**src/rtl/rsup_pkg.sv**
```systemverilog
package rsup_pkg;

  typedef enum logic [1:0] {
    IN_BOTH     = 2'd0,
    IN_BTN_ONLY = 2'd1,
    IN_WDI_ONLY = 2'd2
  } input_set_e;

  typedef enum logic {
    PAD_PUSH_PULL  = 1'b0,
    PAD_OPEN_DRAIN = 1'b1
  } pad_mode_e;

  // Indices into the synchronizer bundle
  localparam int SYN_SUP = 0;
  localparam int SYN_BTN = 1;
  localparam int SYN_WDI = 2;
  localparam int SYN_W   = 3;

endpackage

```
**src/rtl/rsup_sync.sv**
```systemverilog
module rsup_sync #(
  parameter int             W       = 1,
  parameter logic [W-1:0]   RST_VAL = '0
) (
  input  logic         clk_i,
  input  logic         arst_ni,
  input  logic [W-1:0] d_i,
  output logic [W-1:0] q_o
);

  for (genvar i = 0; i < W; i++) begin : g_bit
    logic meta_q, sync_q;
    always_ff @(posedge clk_i or negedge arst_ni) begin
      if (!arst_ni) begin
        meta_q <= RST_VAL[i];
        sync_q <= RST_VAL[i];
      end else begin
        meta_q <= d_i[i];
        sync_q <= meta_q;
      end
    end
    assign q_o[i] = sync_q;
  end

endmodule

```
**src/rtl/rsup_btn_filter.sv**
```systemverilog
module rsup_btn_filter #(
  parameter int GLITCH_CYCLES = 4
) (
  input  logic clk_i,
  input  logic arst_ni,
  input  logic btn_n_s_i,
  output logic pressed_o
);

  localparam int CW = (GLITCH_CYCLES < 2) ? 1 : $clog2(GLITCH_CYCLES);
  localparam logic [CW-1:0] LAST = CW'(GLITCH_CYCLES - 1);

  logic [CW-1:0] low_cnt_q;
  logic          pressed_q;

  // A press is accepted once GLITCH_CYCLES consecutive low samples are seen;
  // any high sample restarts the count and releases immediately.
  always_ff @(posedge clk_i or negedge arst_ni) begin
    if (!arst_ni) begin
      low_cnt_q <= '0;
      pressed_q <= 1'b0;
    end else if (btn_n_s_i) begin
      low_cnt_q <= '0;
      pressed_q <= 1'b0;
    end else if (low_cnt_q == LAST) begin
      pressed_q <= 1'b1;
    end else begin
      low_cnt_q <= low_cnt_q + 1'b1;
    end
  end

  assign pressed_o = pressed_q;

endmodule

```
**src/rtl/rsup_wdog.sv**
```systemverilog
module rsup_wdog #(
  parameter int WD_CYCLES = 64
) (
  input  logic clk_i,
  input  logic arst_ni,
  input  logic wdi_s_i,
  input  logic en_i,
  input  logic hold_i,
  output logic fire_o
);

  localparam int CW = (WD_CYCLES < 2) ? 1 : $clog2(WD_CYCLES);
  localparam logic [CW-1:0] LAST = CW'(WD_CYCLES - 1);

  logic          wdi_d_q;
  logic          toggle;
  logic [CW-1:0] cnt_q;
  logic          fire_q;

  always_ff @(posedge clk_i or negedge arst_ni) begin
    if (!arst_ni) wdi_d_q <= 1'b0;
    else          wdi_d_q <= wdi_s_i;
  end

  assign toggle = wdi_s_i ^ wdi_d_q;

  always_ff @(posedge clk_i or negedge arst_ni) begin
    if (!arst_ni) begin
      cnt_q  <= '0;
      fire_q <= 1'b0;
    end else if (hold_i || !en_i || toggle) begin
      cnt_q  <= '0;
      fire_q <= 1'b0;
    end else if (cnt_q == LAST) begin
      cnt_q  <= '0;
      fire_q <= 1'b1;
    end else begin
      cnt_q  <= cnt_q + 1'b1;
      fire_q <= 1'b0;
    end
  end

  assign fire_o = fire_q;

endmodule

```
**src/rtl/rsup_stretch.sv**
```systemverilog
module rsup_stretch #(
  parameter int REC_CYCLES = 16
) (
  input  logic clk_i,
  input  logic arst_ni,
  input  logic cause_i,
  output logic active_o
);

  localparam int CW = $clog2(REC_CYCLES + 1);
  localparam logic [CW-1:0] FULL = CW'(REC_CYCLES);

  logic [CW-1:0] left_q;
  logic          active_q;

  // Power-on starts asserted with the full interval loaded.
  always_ff @(posedge clk_i or negedge arst_ni) begin
    if (!arst_ni) begin
      left_q   <= FULL;
      active_q <= 1'b1;
    end else if (cause_i) begin
      left_q   <= FULL;
      active_q <= 1'b1;
    end else if (left_q > CW'(1)) begin
      left_q   <= left_q - 1'b1;
    end else begin
      left_q   <= '0;
      active_q <= 1'b0;
    end
  end

  assign active_o = active_q;

endmodule

```
**src/rtl/rsup_top.sv**
```systemverilog
module rsup_top #(
  parameter int                     TICK_HZ       = 50_000_000,
  parameter int                     REC_CYCLES    = TICK_HZ / 5,
  parameter int                     WD_CYCLES     = (TICK_HZ / 5) * 8,
  parameter int                     GLITCH_CYCLES = TICK_HZ / 4_000_000,
  parameter rsup_pkg::input_set_e   INPUT_SET     = rsup_pkg::IN_BOTH,
  parameter rsup_pkg::pad_mode_e    PAD_MODE      = rsup_pkg::PAD_PUSH_PULL
) (
  input  logic clk_i,
  input  logic arst_ni,
  input  logic supply_ok_i,
  input  logic btn_ni,
  input  logic wdi_i,
  input  logic wd_en_i,
  output logic rst_no,
  output logic rst_o,
  output logic pad_oe_o
);

  import rsup_pkg::*;

  // Supply assumed bad, button released, watchdog input low at power-on.
  localparam logic [SYN_W-1:0] SYN_RST = 3'b010;

  logic [SYN_W-1:0] raw, syn;
  logic sup_s, btn_s, wdi_s;
  logic pressed, wd_fire, cause, act;

  assign raw[SYN_SUP] = supply_ok_i;
  assign raw[SYN_BTN] = btn_ni;
  assign raw[SYN_WDI] = wdi_i;

  rsup_sync #(.W(SYN_W), .RST_VAL(SYN_RST)) u_sync (
    .clk_i  (clk_i),
    .arst_ni(arst_ni),
    .d_i    (raw),
    .q_o    (syn)
  );

  assign sup_s = syn[SYN_SUP];
  assign btn_s = syn[SYN_BTN];
  assign wdi_s = syn[SYN_WDI];

  if (INPUT_SET != IN_WDI_ONLY) begin : g_btn
    rsup_btn_filter #(.GLITCH_CYCLES(GLITCH_CYCLES)) u_filt (
      .clk_i    (clk_i),
      .arst_ni  (arst_ni),
      .btn_n_s_i(btn_s),
      .pressed_o(pressed)
    );
  end else begin : g_no_btn
    assign pressed = 1'b0;
  end

  if (INPUT_SET != IN_BTN_ONLY) begin : g_wd
    rsup_wdog #(.WD_CYCLES(WD_CYCLES)) u_wdog (
      .clk_i  (clk_i),
      .arst_ni(arst_ni),
      .wdi_s_i(wdi_s),
      .en_i   (wd_en_i),
      .hold_i (act),
      .fire_o (wd_fire)
    );
  end else begin : g_no_wd
    assign wd_fire = 1'b0;
  end

  assign cause = !sup_s || pressed || wd_fire;

  rsup_stretch #(.REC_CYCLES(REC_CYCLES)) u_stretch (
    .clk_i   (clk_i),
    .arst_ni (arst_ni),
    .cause_i (cause),
    .active_o(act)
  );

  assign rst_o  = act;
  assign rst_no = !act;

  if (PAD_MODE == PAD_OPEN_DRAIN) begin : g_od
    assign pad_oe_o = act;
  end else begin : g_pp
    assign pad_oe_o = 1'b1;
  end

endmodule

```
**config.mk**
```make
export PLATFORM = sky130hd
export DESIGN_NAME = rsup_top
export DESIGN_NICKNAME = d
export VERILOG_FILES = /design/src/rtl/rsup_pkg.sv /design/src/rtl/rsup_sync.sv /design/src/rtl/rsup_btn_filter.sv /design/src/rtl/rsup_wdog.sv /design/src/rtl/rsup_stretch.sv /design/src/rtl/rsup_top.sv
export SDC_FILE = /design/constraint.sdc
export NUM_CORES = 1
export LEC_CHECK = 0
export ABC_CLOCK_PERIOD_IN_PS = 2400
export CORE_AREA = 2 2 75 84
export DETAILED_ROUTE_END_ITERATION = 16
export DIE_AREA = 0 0 77 86
export GPL_TIMING_DRIVEN = 0
export PLACE_DENSITY = 0.76
export RECOVER_POWER = 50
export SLEW_MARGIN = 40
export SYNTH_ARGS = -nofsm -noshare
export SYNTH_HDL_FRONTEND = slang
export SYNTH_SLANG_ARGS = --single-unit
```
**constraint.sdc**
```tcl
create_clock -name clk_i -period 2.4 [get_ports clk_i]
set_input_delay 0.48 -clock clk_i [delete_from_list [all_inputs] [get_ports clk_i]]
set_output_delay 0.48 -clock clk_i [all_outputs]
set_load 0.01 [all_outputs]
```
---- Word-level counts from Yosys, hierarchy flattened ----
Index checks and enable logic that the tools add are counted.
word-level totals
  output and inout bits ................... 3
  input bits .............................. 6
  bits in registers ....................... 65
cells by class
  bitwise logic cells ..................... 1
  equality and inequality tests ........... 4
  add/subtract/negate cells ............... 3
  reduce and logical (&&, ||, !) cells .... 8
  mux-type cells .......................... 12
  order comparisons ....................... 1
operators by type and width
  cell                   number
  $mux 27                2
  $mux 24                2
  $add 27x1->27 const B  1
  $eq 27x27->1 const B   1
  $gt 24x1->1 const B    1
  $sub 24x1->24 const B  1
  $mux 4                 2
  $mux 1                 6
  $add 4x1->4 const B    1
  $eq 4x4->1 const B     1
  $logic_or 1x1->1       4
  $ne 2x2->1 const B     2
  $logic_not 1->1        3
  $reduce_bool 2->1      1
  $xor 1x1->1            1

---- Depth between registers and ports, before layout ----
  depth after elaboration ................. 4
  depth in mapped cells ................... 8

---- Modules after synthesis ----
From an unflattened synthesis, not the netlist that was laid out.
unflattened totals
  cell total of the unflattened synthesis .. 315
  area, all modules ....................... 3352.0 sq um
modules (own cells, without submodules)
  module           instances  cells an instance  area each (sq um)  seq. area each (sq um)
  rsup_wdog        1          160                1582.8             725.7
  rsup_stretch     1          121                1317.5             636.9
  rsup_btn_filter  1          21                 252.7              125.1
  rsup_sync        1          9                  175.2              152.6
  rsup_top         1          4                  23.8               0.0

---- Least setup slack after synthesis ----
Ideal clock, no wire load.
  path type ............................... reg-to-reg
  from .................................... register g_wd.u_wdog.cnt_q[14]
  to ...................................... register g_wd.u_wdog.cnt_q[17]
  slack ................................... 0.251 ns
  period minus slack after synthesis ...... 2.149 ns
  cell stages (with the launch flop) ...... 8
  arrival ................................. 2.031 ns
  setup time .............................. 0.119 ns
  data required time ...................... 2.281 ns
  buffers on the path ..................... 2
  cell sequence ........................... dfrtp_1 buf_6 or4_1 or4_4 or2_4 o21bai_4 buf_6 nor2_1
on the way
  longest elaborated chain between the ends .. 3
  elaborated cells on any way between the ends .. 4
  classes of those cells .................. 1 x add/sub; 1 x eq/ne; 2 x mux
ends and longest elaborated chain
  element                                        line                              text
  start, declared                                rsup_wdog.sv:17                   logic [CW-1:0] cnt_q;
  start signal, assigned                         rsup_wdog.sv:38                   cnt_q <= cnt_q + 1'b1;
  $add 27x1->27 or $eq 27x27->1 (tied branches)  rsup_wdog.sv:38, rsup_wdog.sv:34
  $mux 27 (*)                                    rsup_wdog.sv:34                   end else if (cnt_q == LAST) begin
  $mux 27 (*)                                    rsup_wdog.sv:31                   end else if (hold_i || !en_i || toggle) begin
Mark *: on every way between the ends. The rest lies on a longest branch, timed or not.
A chain may end at the register's enable or synchronous reset.

---- Final worst setup path ----
  from .................................... register g_wd.u_wdog.cnt_q[14]
  to ...................................... register g_wd.u_wdog.cnt_q[13]
on the way
  longest elaborated chain between the ends .. 3
ends and longest elaborated chain
  element       line
  $eq 27x27->1  rsup_wdog.sv:34
  $mux 27       rsup_wdog.sv:34
  $mux 27       rsup_wdog.sv:31
Every way passes these cells.

==> metrics.yaml <==
synth_area_leaders: "dfrtp_1 (43%), dfstp_2 (9.3%), nor2_1 (5.8%), xor2_1 (5.6%), xnor2_1 (5.1%)"
worstRegToRegCells: 7
netlist_area_um2: 3120
initial_core_util_pct: 54.43
num_io_pins: 9
multi_input_area_um2: 1409
ys_top_cells_by_count: "dfrtp_1 (54), nor2_1 (48), nand2_1 (23), xor2_1 (20), xnor2_1 (18)"
avgSynthCellArea_um2: 10.10
fp.dieH_um: 86
cts-root-buf: "clkbuf_8"
grt_overflow: 0
grt_pass1_wl_um: 10290
slew_violations: 0
synth_edf_count: 0
slew_headroom_pct: 24.83
min_period_over_period_pct: 95.51
drt_first_pass_iters: 4
wl_um: 5691
reg2reg_to: "g_wd.u_wdog.cnt_q[13]"
h-tree-depth: 3
critical_path.max_stage_delay_ps: 490
dieArea_um2: 6622
ys_async_sr_fraction_pct: 100.0
route.detailed.drc: 0
drtAntennaViolNets: 0
leakagePower_nw: 1.381
synth.most_common_cell: "dfrtp_1"
seq_area_um2: 1640
crit_path_end_kind: "register"
synth_warnings: 0
ys.flop_type: "dfrtp_1"
powerDensity_nw_per_um2: 673.7
port_buffers: 7
numCtsBuffers: 9
ys_types: 43
vias: 2268
dpl.hpwl_um: 3910
ys_ff_latch: 65
cp_max_fo: 10
ys_seq_area_share_pct: 52.57
skew_ps: 8.333
drtIter0Drc: 140
num_antenna_cells: 0
drive_above_1_share_pct: 11.68
grt_pass1_vias: 2306
finalHoldViolations: 0
synth_nets: 319
maxCapViolations: 0
min_period_ps: 2292
cp-start-kind: "register"
crit_path_frequent_cell: "buf_6"
cp.depth: 7
fillers: 480
area_growth_pct: 12.79
syn_inst: 309
grt_max_degree: 45
antenna_found_initial: 0
critPathKind: "reg -> reg"
grt_usage_pct: 19.59
cp_data_arrival_time_ps: 2520
timing.rr.start: "g_wd.u_wdog.cnt_q[14]"
yosysTopAreaCell: "dfrtp_1"
rsz0062_at_grt: "false"
die_w_um: 77
max_freq_mhz: 436.2
via_per_inst: 5.518
crit_family: "simple AND/OR/NAND/NOR gates"
r2r_slack_ps: 110
power_mw: 2.371
vdd.ir_drop.worst_uv: 390.8
cts_tree: "yes"
worstMarginPinSlew_ps: 1128
synth_top_area_share_pct: 43.30
setup-violations-final: 0
crit_required_ps: 2620
clk_latency_ps: 340
slowest_stage: "or4_1"
fp-row-count: 29
cts_num_sinks: 65
cts.clk_slew.worst_paths_ps: 70
path_cells: "buf_6 -> or4_1 -> or4_4 -> or2_4 -> o21bai_4 -> buf_6 -> nor2_1"
crit_buf_inv: 2
status: "completed"
final_nets: 339
gp_congestion: 0.8139
holdWs_ps: 334.6
wl_per_cell_um: 13.85
coreArea_um2: 5733
clockBufferDepth: 2
min_path_type: "in -> async"
-- kinds of logic (layout without fill, tap and decap cells) --
kind of cell / count (synthesis) / in the layout / share of synthesized area, %
AO/OA/AOI/OAI: 31 / 31 / 6.135
XOR/XNOR: 38 / 38 / 10.67
adder cells (fa/ha/maj): 4 / 4 / 1.604
buffers and inverters: 17 / 42 / 2.686
flip-flops: 65 / 65 / 52.57
multiplexers: 3 / 3 / 0.9623
other: 1 / 1 / 0.1202
AND/OR/NAND/NOR: 150 / 150 / 25.26
-- worst max-delay path by stage --
| stage | startpoint | endpoint |
|---|---|---|
| 6_report | g_wd.u_wdog.cnt_q[14] | g_wd.u_wdog.cnt_q[13] |
| 5_1_grt | arst_ni | g_wd.u_wdog.cnt_q[0] |
| 4_1_cts | g_wd.u_wdog.cnt_q[14] | g_wd.u_wdog.cnt_q[13] |
| 3_5_place_dp | u_stretch.left_q[5] | u_stretch.left_q[11] |
| 3_3_place_gp | arst_ni | g_wd.u_wdog.cnt_q[2] |
| 2_1_floorplan | g_wd.u_wdog.cnt_q[14] | g_wd.u_wdog.cnt_q[17] |
-- stage by stage --
| stage | setup WS (ps) | instance area (um^2) | TNS, ps | util (%) | std cells |
|---|---|---|---|---|---|
| final | 107.7 | 3520 | 0 | 61.39 | 411 |
| after global routing | 15.74 | 3520 | 0 | 61.39 | 411 |
| after CTS | 86.96 | 3538 | 0 | 61.72 | 411 |
| after detailed placement | -90.00 | 3311 | -811.8 | 57.75 | 394 |
| after global placement | -1218 | 3287 | -72010 | 57.33 | 393 |
| after floorplan | 250.6 | 3120 | 0 | - | 309 |
-- sequential cells by signal, summed over array words and instances (netlist names) --
signal,count
g_wd.u_wdog.cnt_q,27
u_stretch.left_q,24
g_btn.u_filt.low_cnt_q,4
u_sync.g_bit.meta_q,3
u_sync.g_bit.sync_q,3
g_btn.u_filt.pressed_o,1
g_wd.u_wdog.fire_o,1
g_wd.u_wdog.wdi_d_q,1
u_stretch.active_o,1
-- final cells by class --
cell class                 count  area share, %
buffer                         9          1.529
clock buffer                  13          4.230
clock inverter                 3          1.849
inverter                       8         0.8532
multi-input combinational    227          40.03
sequential                    65          46.60
tap                           77          2.737
timing repair buffer           9          2.169
-- layout by cell type (no fill, tap or decap), types with 3 or more instances in the layout --
cell and instances:
a21oi_1 11, and3_1 4, clkbuf_1 9, clkbuf_8 10
clkdlybuf4s50_1 3, dfrtp_1 54, dfstp_2 11, dlygate4sd3_1 3
ha_1 4, inv_1 8, mux2i_1 3, nand2_1 23
nand3_1 14, nand3b_1 3, nand4_1 8, nor2_1 48
nor3_1 12, nor4_1 9, o21ai_0 11, o31ai_1 3
or3_1 6, or4_1 7, xnor2_1 18, xor2_1 20
-- report_power, final --
| part | internal [mW] | switching (mW) |
|---|---|---|
| clock network | 0.613 | 0.397 |
| logic | 0.0676 | 0.110 |
| registers | 1.14 | 0.0420 |
| total | 1.82 | 0.548 |
-- layer usage --
layer	routed length (um)	GRT usage (%)	part of all wire (%)
met4	88	8.929	1.5
met2	2892	32.93	51
met5	0	0	0
met3	187	5.053	3.3
met1	2522	23.89	44
-- timing repair --
| action | CTS | global route |
|---|---|---|
| resized for setup | 1 | 0 |
| endpoints found under the setup margin | 10 | 0 |
| hold buffers | 0 | 0 |
| setup buffers | 1 | 0 |
No activity file was read; power rests on OpenSTA's default activity.
